`config.mk`:
```
export PLATFORM = sky130hd
export DESIGN_NAME = lpm_clk_ctrl
export DESIGN_NICKNAME = d
export VERILOG_FILES = /design/src/rtl/lpm_pkg.sv /design/src/rtl/lpm_rst_sync.sv /design/src/rtl/lpm_cfg_reg.sv /design/src/rtl/lpm_mode_fsm.sv /design/src/rtl/lpm_clk_decode.sv /design/src/rtl/lpm_clk_ctrl.sv
export SDC_FILE = /design/constraint.sdc
export NUM_CORES = 1
export LEC_CHECK = 0
export ABC_AREA = 1
export BUFFER_PORTS_ARGS = -buffer_cell sky130_fd_sc_hd__buf_4
export CAP_MARGIN = 20
export CORE_MARGIN = 2
export CORE_UTILIZATION = 50
export DETAILED_ROUTE_END_ITERATION = 10
export GPL_ROUTABILITY_DRIVEN = 0
export PLACE_DENSITY = 0.76
export SLEW_MARGIN = 5
export SYNTH_ARGS = -nofsm -noshare
export SYNTH_HDL_FRONTEND = slang
export SYNTH_SLANG_ARGS = --single-unit
```
`constraint.sdc`:
```
create_clock -name clk_i -period 1.3 [get_ports clk_i]
set_clock_uncertainty 0.05 [all_clocks]
set_input_delay 0.195 -clock clk_i [delete_from_list [all_inputs] [get_ports clk_i]]
set_output_delay 0.195 -clock clk_i [all_outputs]
set_load 0.1 [all_outputs]
```
`src/rtl/lpm_pkg.sv`:
```
package lpm_pkg;

  localparam int CFG_W  = 6;
  localparam int MULT_W = 2;
  localparam int MODE_W = 3;

  typedef enum logic [MODE_W-1:0] {
    MODE_PLL_RUN  = 3'd0,
    MODE_PLL_NAP  = 3'd1,
    MODE_WATCH    = 3'd2,
    MODE_MAIN_RUN = 3'd3,
    MODE_MAIN_NAP = 3'd4,
    MODE_STOP     = 3'd5,
    MODE_SETTLE   = 3'd6
  } lpm_mode_e;

  typedef struct packed {
    logic [MULT_W-1:0] mult;
    logic              pin_float;
    logic              halt;
    logic              nap;
    logic              main_src;
  } lpm_cfg_t;

  typedef struct packed {
    logic osc;
    logic pll;
    logic cpu;
    logic per;
    logic tbt;
  } lpm_en_t;

  localparam lpm_cfg_t CFG_RESET = '{mult: '0, pin_float: 1'b0, halt: 1'b0,
                                     nap: 1'b0, main_src: 1'b1};

  function automatic lpm_mode_e lpm_decode(lpm_cfg_t c);
    if (c.halt)     return c.main_src ? MODE_STOP     : MODE_WATCH;
    else if (c.nap) return c.main_src ? MODE_MAIN_NAP : MODE_PLL_NAP;
    else            return c.main_src ? MODE_MAIN_RUN : MODE_PLL_RUN;
  endfunction

endpackage

```
`src/rtl/lpm_rst_sync.sv`:
```
module lpm_rst_sync #(
  parameter int STAGES = 2
) (
  input  logic clk_i,
  input  logic rst_ni,
  output logic rst_sync_no
);
  logic [STAGES-1:0] sync_q;

  always_ff @(posedge clk_i or negedge rst_ni) begin
    if (!rst_ni) sync_q <= '0;
    else         sync_q <= {sync_q[STAGES-2:0], 1'b1};
  end

  assign rst_sync_no = sync_q[STAGES-1];
endmodule

```
`src/rtl/lpm_cfg_reg.sv`:
```
module lpm_cfg_reg
  import lpm_pkg::*;
(
  input  logic     clk_i,
  input  logic     rst_ni,
  input  logic     wr_en_i,
  input  logic     wr_acc_i,
  input  lpm_cfg_t wr_data_i,
  input  logic     wake_i,
  output lpm_cfg_t cfg_nxt_o,
  output lpm_cfg_t cfg_q_o
);
  lpm_cfg_t cfg_d, cfg_q;
  logic     cfg_en;

  always_comb begin
    cfg_d = cfg_q;
    if (wr_en_i && wr_acc_i) cfg_d = wr_data_i;
    if (wake_i) begin
      cfg_d.nap  = 1'b0;
      cfg_d.halt = 1'b0;
    end
  end

  assign cfg_en = (wr_en_i && wr_acc_i) || wake_i;

  always_ff @(posedge clk_i or negedge rst_ni) begin
    if (!rst_ni)     cfg_q <= CFG_RESET;
    else if (cfg_en) cfg_q <= cfg_d;
  end

  assign cfg_nxt_o = cfg_d;
  assign cfg_q_o   = cfg_q;
endmodule

```
`src/rtl/lpm_mode_fsm.sv`:
```
module lpm_mode_fsm
  import lpm_pkg::*;
#(
  parameter int STAB_CYCLES = 16
) (
  input  logic      clk_i,
  input  logic      rst_ni,
  input  lpm_cfg_t  cfg_nxt_i,
  input  logic      irq_i,
  output lpm_mode_e mode_o,
  output logic      wake_o
);
  localparam int CNT_W = $clog2(STAB_CYCLES + 1);
  localparam logic [CNT_W-1:0] CNT_LOAD = CNT_W'(STAB_CYCLES - 1);

  lpm_mode_e        mode_d, mode_q;
  logic [CNT_W-1:0] cnt_d, cnt_q;
  logic             cnt_en, dormant;

  assign dormant = (mode_q == MODE_PLL_NAP) || (mode_q == MODE_MAIN_NAP) ||
                   (mode_q == MODE_WATCH)   || (mode_q == MODE_STOP);
  assign wake_o  = dormant && irq_i;

  always_comb begin
    mode_d = mode_q;
    cnt_d  = cnt_q;
    cnt_en = 1'b0;
    if (mode_q == MODE_SETTLE) begin
      if (cnt_q == '0) begin
        mode_d = MODE_MAIN_RUN;
      end else begin
        cnt_d  = cnt_q - 1'b1;
        cnt_en = 1'b1;
      end
    end else if (wake_o && (mode_q == MODE_STOP)) begin
      mode_d = MODE_SETTLE;
      cnt_d  = CNT_LOAD;
      cnt_en = 1'b1;
    end else begin
      mode_d = lpm_decode(cfg_nxt_i);
    end
  end

  always_ff @(posedge clk_i or negedge rst_ni) begin
    if (!rst_ni) mode_q <= MODE_MAIN_RUN;
    else         mode_q <= mode_d;
  end

  always_ff @(posedge clk_i or negedge rst_ni) begin
    if (!rst_ni)     cnt_q <= '0;
    else if (cnt_en) cnt_q <= cnt_d;
  end

  assign mode_o = mode_q;
endmodule

```
`src/rtl/lpm_clk_decode.sv`:
```
module lpm_clk_decode
  import lpm_pkg::*;
(
  input  lpm_mode_e mode_i,
  input  logic      pin_float_i,
  output lpm_en_t   en_o,
  output logic      pin_hiz_o,
  output logic      pin_hold_o
);
  logic deep;

  always_comb begin
    unique case (mode_i)
      MODE_PLL_RUN:  en_o = '{osc: 1'b1, pll: 1'b1, cpu: 1'b1, per: 1'b1, tbt: 1'b1};
      MODE_PLL_NAP:  en_o = '{osc: 1'b1, pll: 1'b1, cpu: 1'b0, per: 1'b1, tbt: 1'b1};
      MODE_WATCH:    en_o = '{osc: 1'b1, pll: 1'b0, cpu: 1'b0, per: 1'b0, tbt: 1'b1};
      MODE_MAIN_RUN: en_o = '{osc: 1'b1, pll: 1'b0, cpu: 1'b1, per: 1'b1, tbt: 1'b1};
      MODE_MAIN_NAP: en_o = '{osc: 1'b1, pll: 1'b0, cpu: 1'b0, per: 1'b1, tbt: 1'b1};
      MODE_SETTLE:   en_o = '{osc: 1'b1, pll: 1'b0, cpu: 1'b0, per: 1'b0, tbt: 1'b1};
      default:       en_o = '0;
    endcase
  end

  assign deep       = (mode_i == MODE_WATCH) || (mode_i == MODE_STOP);
  assign pin_hiz_o  = deep && pin_float_i;
  assign pin_hold_o = deep && !pin_float_i;
endmodule

```
`src/rtl/lpm_clk_ctrl.sv`:
```
module lpm_clk_ctrl
  import lpm_pkg::*;
#(
  parameter int STAB_CYCLES = 16
) (
  input  logic              clk_i,
  input  logic              rst_ni,
  input  logic              wr_en_i,
  input  logic [CFG_W-1:0]  wr_data_i,
  input  logic              irq_i,
  output logic              osc_en_o,
  output logic              pll_en_o,
  output logic              cpu_clk_en_o,
  output logic              per_clk_en_o,
  output logic              tbt_clk_en_o,
  output logic              main_div_sel_o,
  output logic [2:0]        pll_mult_o,
  output logic              pin_hiz_o,
  output logic              pin_hold_o,
  output logic [MODE_W-1:0] mode_o,
  output logic              low_power_o
);
  logic      rst_sync_n, wake;
  lpm_cfg_t  cfg_nxt, cfg_q;
  lpm_mode_e mode;
  lpm_en_t   en;

  lpm_rst_sync #(.STAGES(2)) u_rst_sync (
    .clk_i       (clk_i),
    .rst_ni      (rst_ni),
    .rst_sync_no (rst_sync_n)
  );

  lpm_cfg_reg u_cfg_reg (
    .clk_i     (clk_i),
    .rst_ni    (rst_sync_n),
    .wr_en_i   (wr_en_i),
    .wr_acc_i  (en.cpu),
    .wr_data_i (lpm_cfg_t'(wr_data_i)),
    .wake_i    (wake),
    .cfg_nxt_o (cfg_nxt),
    .cfg_q_o   (cfg_q)
  );

  lpm_mode_fsm #(.STAB_CYCLES(STAB_CYCLES)) u_mode_fsm (
    .clk_i     (clk_i),
    .rst_ni    (rst_sync_n),
    .cfg_nxt_i (cfg_nxt),
    .irq_i     (irq_i),
    .mode_o    (mode),
    .wake_o    (wake)
  );

  lpm_clk_decode u_clk_decode (
    .mode_i      (mode),
    .pin_float_i (cfg_q.pin_float),
    .en_o        (en),
    .pin_hiz_o   (pin_hiz_o),
    .pin_hold_o  (pin_hold_o)
  );

  assign osc_en_o       = en.osc;
  assign pll_en_o       = en.pll;
  assign cpu_clk_en_o   = en.cpu;
  assign per_clk_en_o   = en.per;
  assign tbt_clk_en_o   = en.tbt;
  assign main_div_sel_o = !en.pll;
  assign pll_mult_o     = {1'b0, cfg_q.mult} + 3'd1;
  assign mode_o         = mode;
  assign low_power_o    = (mode != MODE_PLL_RUN);
endmodule

```
==> results of run 1 <==
## cell usage after synthesis, drive strengths merged
cell type / number
nand2: 27
inv: 16
dfrtp: 13
nand3: 13
nor2: 12
o21ai: 7
a21oi: 5
ha: 5
dfstp: 3
a21boi: 1
a21o: 1
buf: 1
conb: 1
nand4: 1
nor3: 1
## metrics by stage
stage                     area (um^2)   util  std cells
after floorplan                   992      -        107
after global placement           1360  0.797        177
after detailed placement         1360  0.797        177
## cell families after synthesis
kind of cell	count (synthesis)	synth area share
and+or+nand+nor	54	0.304
DFF	16	0.450
buffers and inverters	17	0.0753
AOI/OAI and AO/OA	14	0.0962
other	1	0.00418
adders and majority gates	5	0.0697
==> impl_metrics.yaml, run 1 <==
synthesis:
  synth_area_leaders: "dfrtp_1 (36%), dfstp_2 (8.8%), nand2_1 (7.1%), ha_1 (7.0%), inv_1 (6.3%)"
  yosysTopAreaCellShare: 0.363
  syn_inst: 107
  avgSynthCellArea_um2: 8.38
  syn_area_um2: 897
  synth-seq-area-share: 0.450
  yosys_warnings: 0
  synth.distinct_cells: 19
  ys_ff_latch: 16
  yosys.area.top_type: "dfrtp_1"
  syn_nets: 122
cts:
  numCtsBuffers: 3
  cts_resized: 68
  postCtsSetupRepairBufs: 6
  cts_root_buf: "clkbuf_4"
  cts_buffer_depth: 2
  ctsHoldBuffers: 1
  cts.sinks: 16
  cts-htree-levels: 1
placed_design:
  hpwl_mm: 1.70
  post-place-ws_ns: -0.590
  place.port_buffers: 24
status:
  error_line: "[ERROR DPL-0033] detailed placement checks failed during check placement."
  status: "stopped before the end"
  haltStage: "clock tree synthesis (4_1_cts)"
floorplanning:
  dieHeight_um: 46.4
  rows: 15
  die_w_um: 46.4
  ios: 25
  initial_utilization: 0.525
==> inputs of run 2 (changes only) <==
--- a/config.mk
+++ b/config.mk
@@ -8,11 +8,11 @@
 export ABC_AREA = 1
 export BUFFER_PORTS_ARGS = -buffer_cell sky130_fd_sc_hd__buf_4
 export CAP_MARGIN = 20
-export CORE_MARGIN = 2
-export CORE_UTILIZATION = 50
+export CORE_AREA = 2 2 63 65
 export DETAILED_ROUTE_END_ITERATION = 10
+export DIE_AREA = 0 0 65 67
 export GPL_ROUTABILITY_DRIVEN = 0
-export PLACE_DENSITY = 0.76
+export PLACE_DENSITY_LB_ADDON = 0.15
 export SLEW_MARGIN = 5
 export SYNTH_ARGS = -nofsm -noshare
 export SYNTH_HDL_FRONTEND = slang
==> run 2 against run 1 <==
  * The flow now finishes, with violations (negative setup slack)
  * Synthesized cell count unchanged
  * Area after synthesis unchanged
==> impl_metrics.yaml, run 2 <==
synthesis:
  synth_top_family_by_area: "simple AND/OR/NAND/NOR gates"
  syn_nets: 122
  synth.distinct_cells: 19
  yosysMostFrequentCell: "nand2_1"
  ys_ff_latch: 16
  synth_area_leaders: "dfrtp_1 (36%), dfstp_2 (8.8%), nand2_1 (7.1%), ha_1 (7.0%), inv_1 (6.3%)"
  synth_flop_cell: "dfrtp_1"
  yosysTopAreaCellShare: 0.363
  syn_inst: 107
  avgSynthCellArea_um2: 8.38
  synth_compound_area_frac: 0.0962
  syn_area_um2: 897
  synthMuxAreaShare: 0
  synthArstFlopShare: 1.00
  yosys.area.top_type: "dfrtp_1"
  synth-seq-area-share: 0.450
  synth_xor_area_frac: 0
  synthAdderAreaFrac: 0.0697
  yosys.area_share.simple: 0.304
  synthTopCellsByCount: "nand2_1 (17), inv_1 (15), dfrtp_1 (13), nor2_1 (12), nand3_1 (11)"
  yosys_warnings: 0
  synth_edf_count: 0
min_path:
  worstHoldPathType: "flop to asynchronous set/reset pin"
drt:
  met1Wirelength_mm: 1.01
  top_layer: "met4"
  wl_met2_mm: 1.43
  first_iter_violations: 9
  vias: 926
  avgViaCountPerCell: 4.19
  wl_met3_um: 46
  ant_nets: 0
  drc: 0
  wl_per_cell_um: 11.4
  dr.pass1.iters: 4
  wl_mm: 2.51
grt:
  gr-total-overflow: 0
  grt_use_total: 0.121
  grt_pass1_vias: 906
  grt_pass1_wl_mm: 4.01
  antenna_found_initial: 0
  grt_max_degree: 10
sta:
  final-hold-violation-count: 0
  slew_viol_final: 0
  fin_ws_ns: -0.512
  fin_crit_sh: 1.39
  fin_crit_ns: 1.81
  fmax_mhz: 552
  final-setup-viol-count: 27
  rsz0062_at_grt: "true"
layout:
  layout.nets: 189
  antenna-diode-count: 0
  finish.utilization: 0.540
  layout_commonest_cell: "buf_4"
  drive_above_1_share: 0.676
  seqCellArea_um2: 415
  finalInstanceArea_um2: 1950
  mostFrequentLayoutCells: "buf_4 (33), buf_6 (15), buf_12 (14), dfrtp_1 (12)"
  multi_input_area_um2: 656
  nFillCells: 333
  largest_reg_flops: 6
  area_growth_pct: 117
floorplanning:
  coreArea_um2: 3610
  dieHeight_um: 67
  initial_utilization: 0.249
  rows: 22
  die_w_um: 65
  ios: 25
  die_area_um2: 4360
cts:
  insertion_delay_ns: 0.25
  cts.sinks: 16
  cts-htree-levels: 1
  cts_buffer_depth: 2
  cts_root_buf: "clkbuf_8"
  path_clk_slew_ns: 0.06
  numCtsBuffers: 3
  cts_tree: "yes"
status:
  status: "complete, but fails checks"
  violations: "negative setup slack"
setup_path:
  worstPathMaxFanout: 6
  worstPathRequired_ns: 1.44
  end_kind: "flop"
  crit_start: "u_mode_fsm.mode_o[0]$_DFFE_PN1P_"
  timing.rr.start: "u_mode_fsm.mode_o[0]$_DFFE_PN1P_"
  critPathLaunchType: "flop"
  worstPathArrival_ns: 1.95
  path_class: "flop to flop"
placed_design:
  place.port_buffers: 24
  place_area_um2: 1410
  hpwl_mm: 1.67
  post-place-ws_ns: -0.536
flow_run:
  cap_violations: 0
## run 2: area by class of cell
| cell class | instances | area share |
|---|---|---|
| clock buffer | 4 | 0.0232 |
| inverter | 16 | 0.0322 |
| multi-input combinational | 74 | 0.337 |
| sequential | 16 | 0.214 |
| tap | 48 | 0.0309 |
| timing repair buffer | 63 | 0.363 |
## run 2: cells by family after synthesis
logic type | count (synthesis)
flip-flops | 16
AO/OA/AOI/OAI | 14
other | 1
AND/OR/NAND/NOR | 54
buffers and inverters | 17
adder cells (fa/ha/maj) | 5
## run 2: final timing paths
path | slack [ns] | cells past startpoint | end
setup / recovery | -0.51 | 12 | u_mode_fsm.mode_o[0]$_DFFE_PN1P_
hold / removal | 0.07 | 0 | u_mode_fsm.cnt_q[3]$_DFFE_PN0P_
min in group clk_i | 0.10 | 3 | u_cfg_reg.cfg_q_o[3]$_DFFE_PN0P_
hold reg to reg | 0.07 | 0 | u_mode_fsm.cnt_q[3]$_DFFE_PN0P_
max in group asynchronous | 0.63 | 1 | u_cfg_reg.cfg_q_o[0]$_DFFE_PN1P_
setup reg to reg | -0.51 | 12 | u_mode_fsm.mode_o[0]$_DFFE_PN1P_
## run 2: worst max-delay path, stage by stage (launching register included)
cell     delay [ns]
dfstp_4        0.64
buf_6          0.10
nor2_4         0.04
nand2_8        0.09
nand2_8        0.06
nand2_8        0.09
nand3_4        0.07
o21ai_2        0.07
inv_1          0.06
ha_1           0.26
nand3_1        0.08
nand3_1        0.06
nand2_1        0.07
## run 2: what timing repair did
item / in CTS / in global routing
setup buffers: 7 / 8
setup endpoints to repair: 28 / 28
gates resized for setup: 64 / 36
hold buffers: 1 / 0
endpoints found under the hold margin: 2 / 0
pin swaps: 8 / 15
## run 2: per-stage QoR
step / hold slack, ns / setup TNS, ns / instances
6_report: 0.0699 / -8.67 / 221
4_1_cts: 0.0826 / -8.36 / 214
5_1_grt: 0.0974 / -10.27 / 221
3_3_place_gp: -0.0725 / -5.11 / 203
2_1_floorplan: -0.151 / -10.74 / 107
3_5_place_dp: -0.0713 / -5.39 / 203
## run 2: per-layer routing
metal  global-route usage  vias up
met5                    0        -
met4               0.0559        0
met3               0.0169        2
met2                0.227       15
met1                0.133      440
li1                     -      469
Power of run 2 is left out: the tool's default activity adds up to more than one toggle a clock period on the data nets, which glitch-free logic cannot reach.
